[src/rtl/rf_pkg.sv]
`timescale 1ns/1ps
package rf_pkg;
  parameter int RF_ENTRIES_DEF = 32;
  parameter int RF_WIDTH_DEF   = 32;

  function automatic int sel_bits(input int entries);
    return (entries < 2) ? 1 : $clog2(entries);
  endfunction
endpackage

[src/rtl/rf_onehot_dec.sv]
`timescale 1ns/1ps
module rf_onehot_dec #(
  parameter int ENTRIES = 32,
  parameter int SEL_W   = 5
) (
  input  logic               en,
  input  logic [SEL_W-1:0]   sel,
  output logic [ENTRIES-1:0] hot
);
  for (genvar i = 0; i < ENTRIES; i++) begin : g_line
    assign hot[i] = en && (sel == SEL_W'(i));
  end
endmodule

[src/rtl/rf_storage.sv]
`timescale 1ns/1ps
module rf_storage #(
  parameter int ENTRIES = 32,
  parameter int WIDTH   = 32
) (
  input  logic                           clk,
  input  logic                           rst,
  input  logic [ENTRIES-1:0]             wr_hot,
  input  logic [WIDTH-1:0]               wr_data,
  output logic [ENTRIES-1:0][WIDTH-1:0]  words
);
  // write value broadcast to every word; the one-hot line picks the taker
  for (genvar i = 0; i < ENTRIES; i++) begin : g_word
    always_ff @(posedge clk) begin
      if (rst) begin
        words[i] <= '0;
      end else if (wr_hot[i]) begin
        words[i] <= wr_data;
      end
    end
  end
endmodule

[src/rtl/rf_read_port.sv]
`timescale 1ns/1ps
module rf_read_port #(
  parameter int ENTRIES = 32,
  parameter int WIDTH   = 32,
  parameter int SEL_W   = 5
) (
  input  logic                          clk,
  input  logic                          rst,
  input  logic [SEL_W-1:0]              sel,
  input  logic [ENTRIES-1:0][WIDTH-1:0] words,
  output logic [ENTRIES-1:0]            hot,
  output logic [WIDTH-1:0]              data_q
);
  logic [ENTRIES-1:0][WIDTH-1:0] masked;
  logic [WIDTH-1:0]              bus;

  rf_onehot_dec #(.ENTRIES(ENTRIES), .SEL_W(SEL_W)) u_dec (
    .en  (1'b1),
    .sel (sel),
    .hot (hot)
  );

  // each word gated by its select line, then merged onto the port bus
  for (genvar i = 0; i < ENTRIES; i++) begin : g_gate
    assign masked[i] = words[i] & {WIDTH{hot[i]}};
  end

  always_comb begin
    bus = '0;
    for (int i = 0; i < ENTRIES; i++) begin
      bus = bus | masked[i];
    end
  end

  // capture on the falling edge so a rising-edge write is already visible
  always_ff @(negedge clk) begin
    if (rst) begin
      data_q <= '0;
    end else begin
      data_q <= bus;
    end
  end
endmodule

[src/rtl/regfile_2r1w.sv]
`timescale 1ns/1ps
module regfile_2r1w
  import rf_pkg::*;
#(
  parameter int ENTRIES = RF_ENTRIES_DEF,
  parameter int WIDTH   = RF_WIDTH_DEF,
  localparam int SEL_W  = sel_bits(ENTRIES)
) (
  input  logic             clk,
  input  logic             rst,
  input  logic             wr_en,
  input  logic [SEL_W-1:0] wr_sel,
  input  logic [WIDTH-1:0] wr_data,
  input  logic [SEL_W-1:0] rd_a_sel,
  input  logic [SEL_W-1:0] rd_b_sel,
  output logic [WIDTH-1:0] rd_a_data,
  output logic [WIDTH-1:0] rd_b_data
);
  logic [ENTRIES-1:0]            wr_hot;
  logic [ENTRIES-1:0]            rd_hot_a;
  logic [ENTRIES-1:0]            rd_hot_b;
  logic [ENTRIES-1:0][WIDTH-1:0] words;

  rf_onehot_dec #(.ENTRIES(ENTRIES), .SEL_W(SEL_W)) u_wr_dec (
    .en  (wr_en),
    .sel (wr_sel),
    .hot (wr_hot)
  );

  rf_storage #(.ENTRIES(ENTRIES), .WIDTH(WIDTH)) u_store (
    .clk     (clk),
    .rst     (rst),
    .wr_hot  (wr_hot),
    .wr_data (wr_data),
    .words   (words)
  );

  rf_read_port #(.ENTRIES(ENTRIES), .WIDTH(WIDTH), .SEL_W(SEL_W)) u_port_a (
    .clk    (clk),
    .rst    (rst),
    .sel    (rd_a_sel),
    .words  (words),
    .hot    (rd_hot_a),
    .data_q (rd_a_data)
  );

  rf_read_port #(.ENTRIES(ENTRIES), .WIDTH(WIDTH), .SEL_W(SEL_W)) u_port_b (
    .clk    (clk),
    .rst    (rst),
    .sel    (rd_b_sel),
    .words  (words),
    .hot    (rd_hot_b),
    .data_q (rd_b_data)
  );
endmodule

[config.mk]
export PLATFORM = sky130hd
export DESIGN_NAME = regfile_2r1w
export DESIGN_NICKNAME = d
export VERILOG_FILES = /design/src/rtl/rf_pkg.sv /design/src/rtl/rf_onehot_dec.sv /design/src/rtl/rf_storage.sv /design/src/rtl/rf_read_port.sv /design/src/rtl/regfile_2r1w.sv
export SDC_FILE = /design/constraint.sdc
export NUM_CORES = 2
export LEC_CHECK = 0
export BUFFER_PORTS_ARGS = -buffer_cell sky130_fd_sc_hd__buf_4
export CAP_MARGIN = 15
export CORE_MARGIN = 5
export CORE_UTILIZATION = 25
export DETAILED_ROUTE_END_ITERATION = 7
export GPL_TIMING_DRIVEN = 0
export HOLD_SLACK_MARGIN = 0.08
export PLACE_DENSITY = 0.44
export SKIP_CTS_REPAIR_TIMING = 1
export SYNTH_ARGS = -nofsm -noshare
export SYNTH_HDL_FRONTEND = slang
export SYNTH_SLANG_ARGS = --single-unit
[constraint.sdc]
create_clock -name clk -period 2.3 [get_ports clk]
set_input_delay 0 -clock clk [delete_from_list [all_inputs] [get_ports clk]]
set_output_delay 0 -clock clk [all_outputs]
set_load 0.01 [all_outputs]
==> qor.yml <==
clock_network:
  tritoncts: "yes"
  clk_pin_slew_worst_paths_ns: 0.06
  clkLatencyLatePin_ns: 0.87
  number_of_buffers_created_by_cts: 141
  cts_root_buffer: "clkbuf_16"
  clock_path_buffers: 3
  clock_sink_count: 1088
  ctsHtreeMaxLevel: 4
global_route:
  antenna_found_initial: 84
  via_count_of_the_first_global_routing_pass: 58420
  grt_max_degree: 17
  globalRoute.totalOverflow: 0
  grt_pass1_wl_um: 632900
  grt.total_usage_pct: 46.20
outcome:
  outcome: "finished, violations left"
  failed_checks: "design-rule violations, negative setup slack"
setup_path:
  worst-path-stages: 8
  crit_family: "buffers and inverters"
  cpMaxStageDelayCell: "clkbuf_1"
  worst_path_max_fanout: 10
  critical-path-max-stage-delay_ns: 1.04
  cpMostUsedCell: "nand2_1"
  end_kind: "flip-flop"
  cp_cell_sequence: "buf_2 -> dlygate4sd3_1 -> nand2_1 -> or2_2 -> nor2_1 -> clkbuf_1 -> nand2_1 -> a21oi_1"
  cp_num_buf_inv: 3
  reg2regPathDepth: 6
  timing_worst_setup_path_type: "in -> reg"
  setup.worst_path.start_class: "input port"
  critPathRequiredTime_ns: 3.04
  arrival_time_worst_endpoint_ns: 3.98
floorplan:
  die_y_um: 461.5
  die_width_um: 461.5
  die_area_um2: 213000
  rows: 165
  start_util_pct: 25.16
  design.core.area_um2: 202500
  io_pins: 114
pwr:
  pwr_density_nw_per_um2: 719.6
  power.sequential.fraction_pct: 38.4
  worst_ir_drop_vdd_uv: 834.3
  pwr-share-comb_pct: 10.7
  p_sw_share_pct: 30.84
  power_frac_clock_pct: 50.9
  p_int_mw: 34.49
  power.switching_mw: 15.38
  power.static_leakage_nw: 23.02
synth:
  cell_with_the_most_instances_after_synthesis: "nand2_1"
  post_synth_most_frequent_cells: "nand2_1 (2117), dfxtp_1 (1088), a21oi_1 (1036)"
  number_of_distinct_standard_cells_referenced_by_the_synthesized_netlist: 63
  syn_area_per_cell_um2: 7.528
  synth_sequential_area_ratio_pct: 42.74
  cells_taking_the_most_area_after_synthesis: "dfxtp_1 (43%), nand2_1 (16%), a21oi_1 (10%), a22oi_1 (5.9%), clkbuf_1 (4.2%)"
  count_of_mapped_cells_out_of_synthesis: 6770
  mappedNetlistArea_um2: 50960
  synth_area_leader_cell: "dfxtp_1"
  synth_edf_count: 0
  synth.net_count: 6820
  synthDominantCellAreaShare_pct: 42.74
  async_reset_ff_share_pct: 0
  synth_ff_type: "dfxtp_1"
  ys_ff_latch: 1088
  synth_warnings: 0
detailed_routing:
  remaining_drc_errors: 6
  postRouteAntennaNets: 0
  wirelength_um: 514600
  post_drt_via_cell_ratio: 6.582
  drtPass1Iterations: 8
  drt_first_iter_violations: 12700
  via_count: 67330
  avgRoutedWirePerCell_um: 50.31
timing:
  timing.fmax_mhz: 308.4
  max_slew.worst_pin.slew_ns: 1.461
  final_critical_path_share_of_the_clock_period_pct: 141.0
  final_period_demand_of_the_worst_path_ns: 3.243
  final.setup_skew_ns: 0.08038
  count_of_final_hold_check_violations: 0
  rsz0062_at_grt: "yes"
  slew_violations: 0
  hold-worst-slack_ns: 0.02903
  setup_violation_total_in_the_final_timing_report: 360
  timing.final.ws_setup_ns: -0.9429
  max_slew_margin_pct: 2.574
layout:
  nets: 7435
  post_route_cells_drive_above_1_share_pct: 20.05
  synthToLayoutAreaGrowth_pct: 36.00
  post-route-util_pct: 34.22
place:
  routabilityCongestion: 1.073
  pre_cts_slack_ns: -2.905
  detailedPlacementHpwl_um: 381600
  portBuffers: 110
flow_run:
  cap_viol_max_count: 0
worst_hold_path:
  hold_depth: 5
  timing.hold.worst.class: "in -> reg"
==> state kept, by name, summed over array words and instances (netlist names) <==
signal,cells
u_port_b.data_q,32
u_port_a.data_q,32
u_store.words,1024
==> per-layer routing <==
layer / wire (µm) / up-vias / part of all wire [%] / global-route usage [%]
met5: 302 / - / 0.059 / 0
met4: 49210 / 25 / 9.6 / 35.97
met3: 70630 / 1951 / 14 / 19.32
met2: 198900 / 6596 / 39 / 62.42
met1: 195700 / 33390 / 38 / 57.36
li1: - / 25360 / - / -
==> cell families after synthesis <==
kind of cell	share of synthesized area (%)
mux	2.313
simple gates	25.12
flops	42.74
compound gates	24.26
buf+inv	5.571
==> placed cells by master (no fill, tap or decap), types with 130 or more instances in the layout <==
cell type / synthesis / layout
a21oi_1: 1036 / 1036
a22o_1: 147 / 146
a22oi_1: 399 / 374
buf_4: 14 / 142
buf_6: 2 / 160
buf_8: 0 / 150
clkbuf_1: 574 / 376
clkbuf_16: 0 / 151
dfxtp_1: 1088 / 871
dfxtp_2: 0 / 190
nand2_1: 2117 / 2116
nand3_1: 319 / 281
nand4_1: 130 / 130
==> stage by stage <==
stage / std cells / total power [mW] / TNS [ns] / instance area [µm²]
CTS: 10030 / 48.87 / -98.05 / 64440
detailed placement: 9706 / 24.26 / -580.34 / 59180
global placement: 9552 / 23.99 / -1207.09 / 56440
global route: 10190 / 50.19 / -76.32 / 69200
finish: 10230 / 49.87 / -107.20 / 69310
floorplan: 6770 / 21.08 / -16.65 / 52270
==> area by class of cell <==
class,instances,area [µm²]
flip-flops and latches,1088,22120
multi-input cells,4977,29100
inverters,1,3.754
clock inverters,139,1236
plain buffers,701,4352
fillers,21380,133200
repair buffers,411,4992
diodes,54,135.1
well taps,2672,3343
clock buffers,186,4030
==> power by group through the flow <==
stage	registers [mW]	logic, mW	clock network [mW]
final	19.1	5.36	25.4
after global routing	19.1	5.04	26.0
after CTS	19.1	4.54	25.2
after detailed placement	19.6	4.54	0.172
after global placement	19.6	4.26	0.172
after floorplan	19.5	1.44	0.172
==> worst paths after layout <==
| check | to | slack [ns] | startpoint |
|---|---|---|---|
| worst max-delay path | u_store.words[473] | -0.94 | wr_sel[2] |
| worst min-delay path | u_store.words[544] | 0.03 | wr_sel[4] |
| worst max register to register | u_port_a.data_q[0] | -0.73 | u_store.words[0] |
| worst min register to register | u_store.words[254] | 0.47 | u_store.words[254] |
==> worst reg2reg max path, delay by kind of cell (launching register included) <==
kind	cells	cell delay, ns
simple gates	3	0.65
compound gates	2	0.45
flops	1	0.40
buf+inv	1	0.24
No activity file was read; power rests on OpenSTA's default activity.
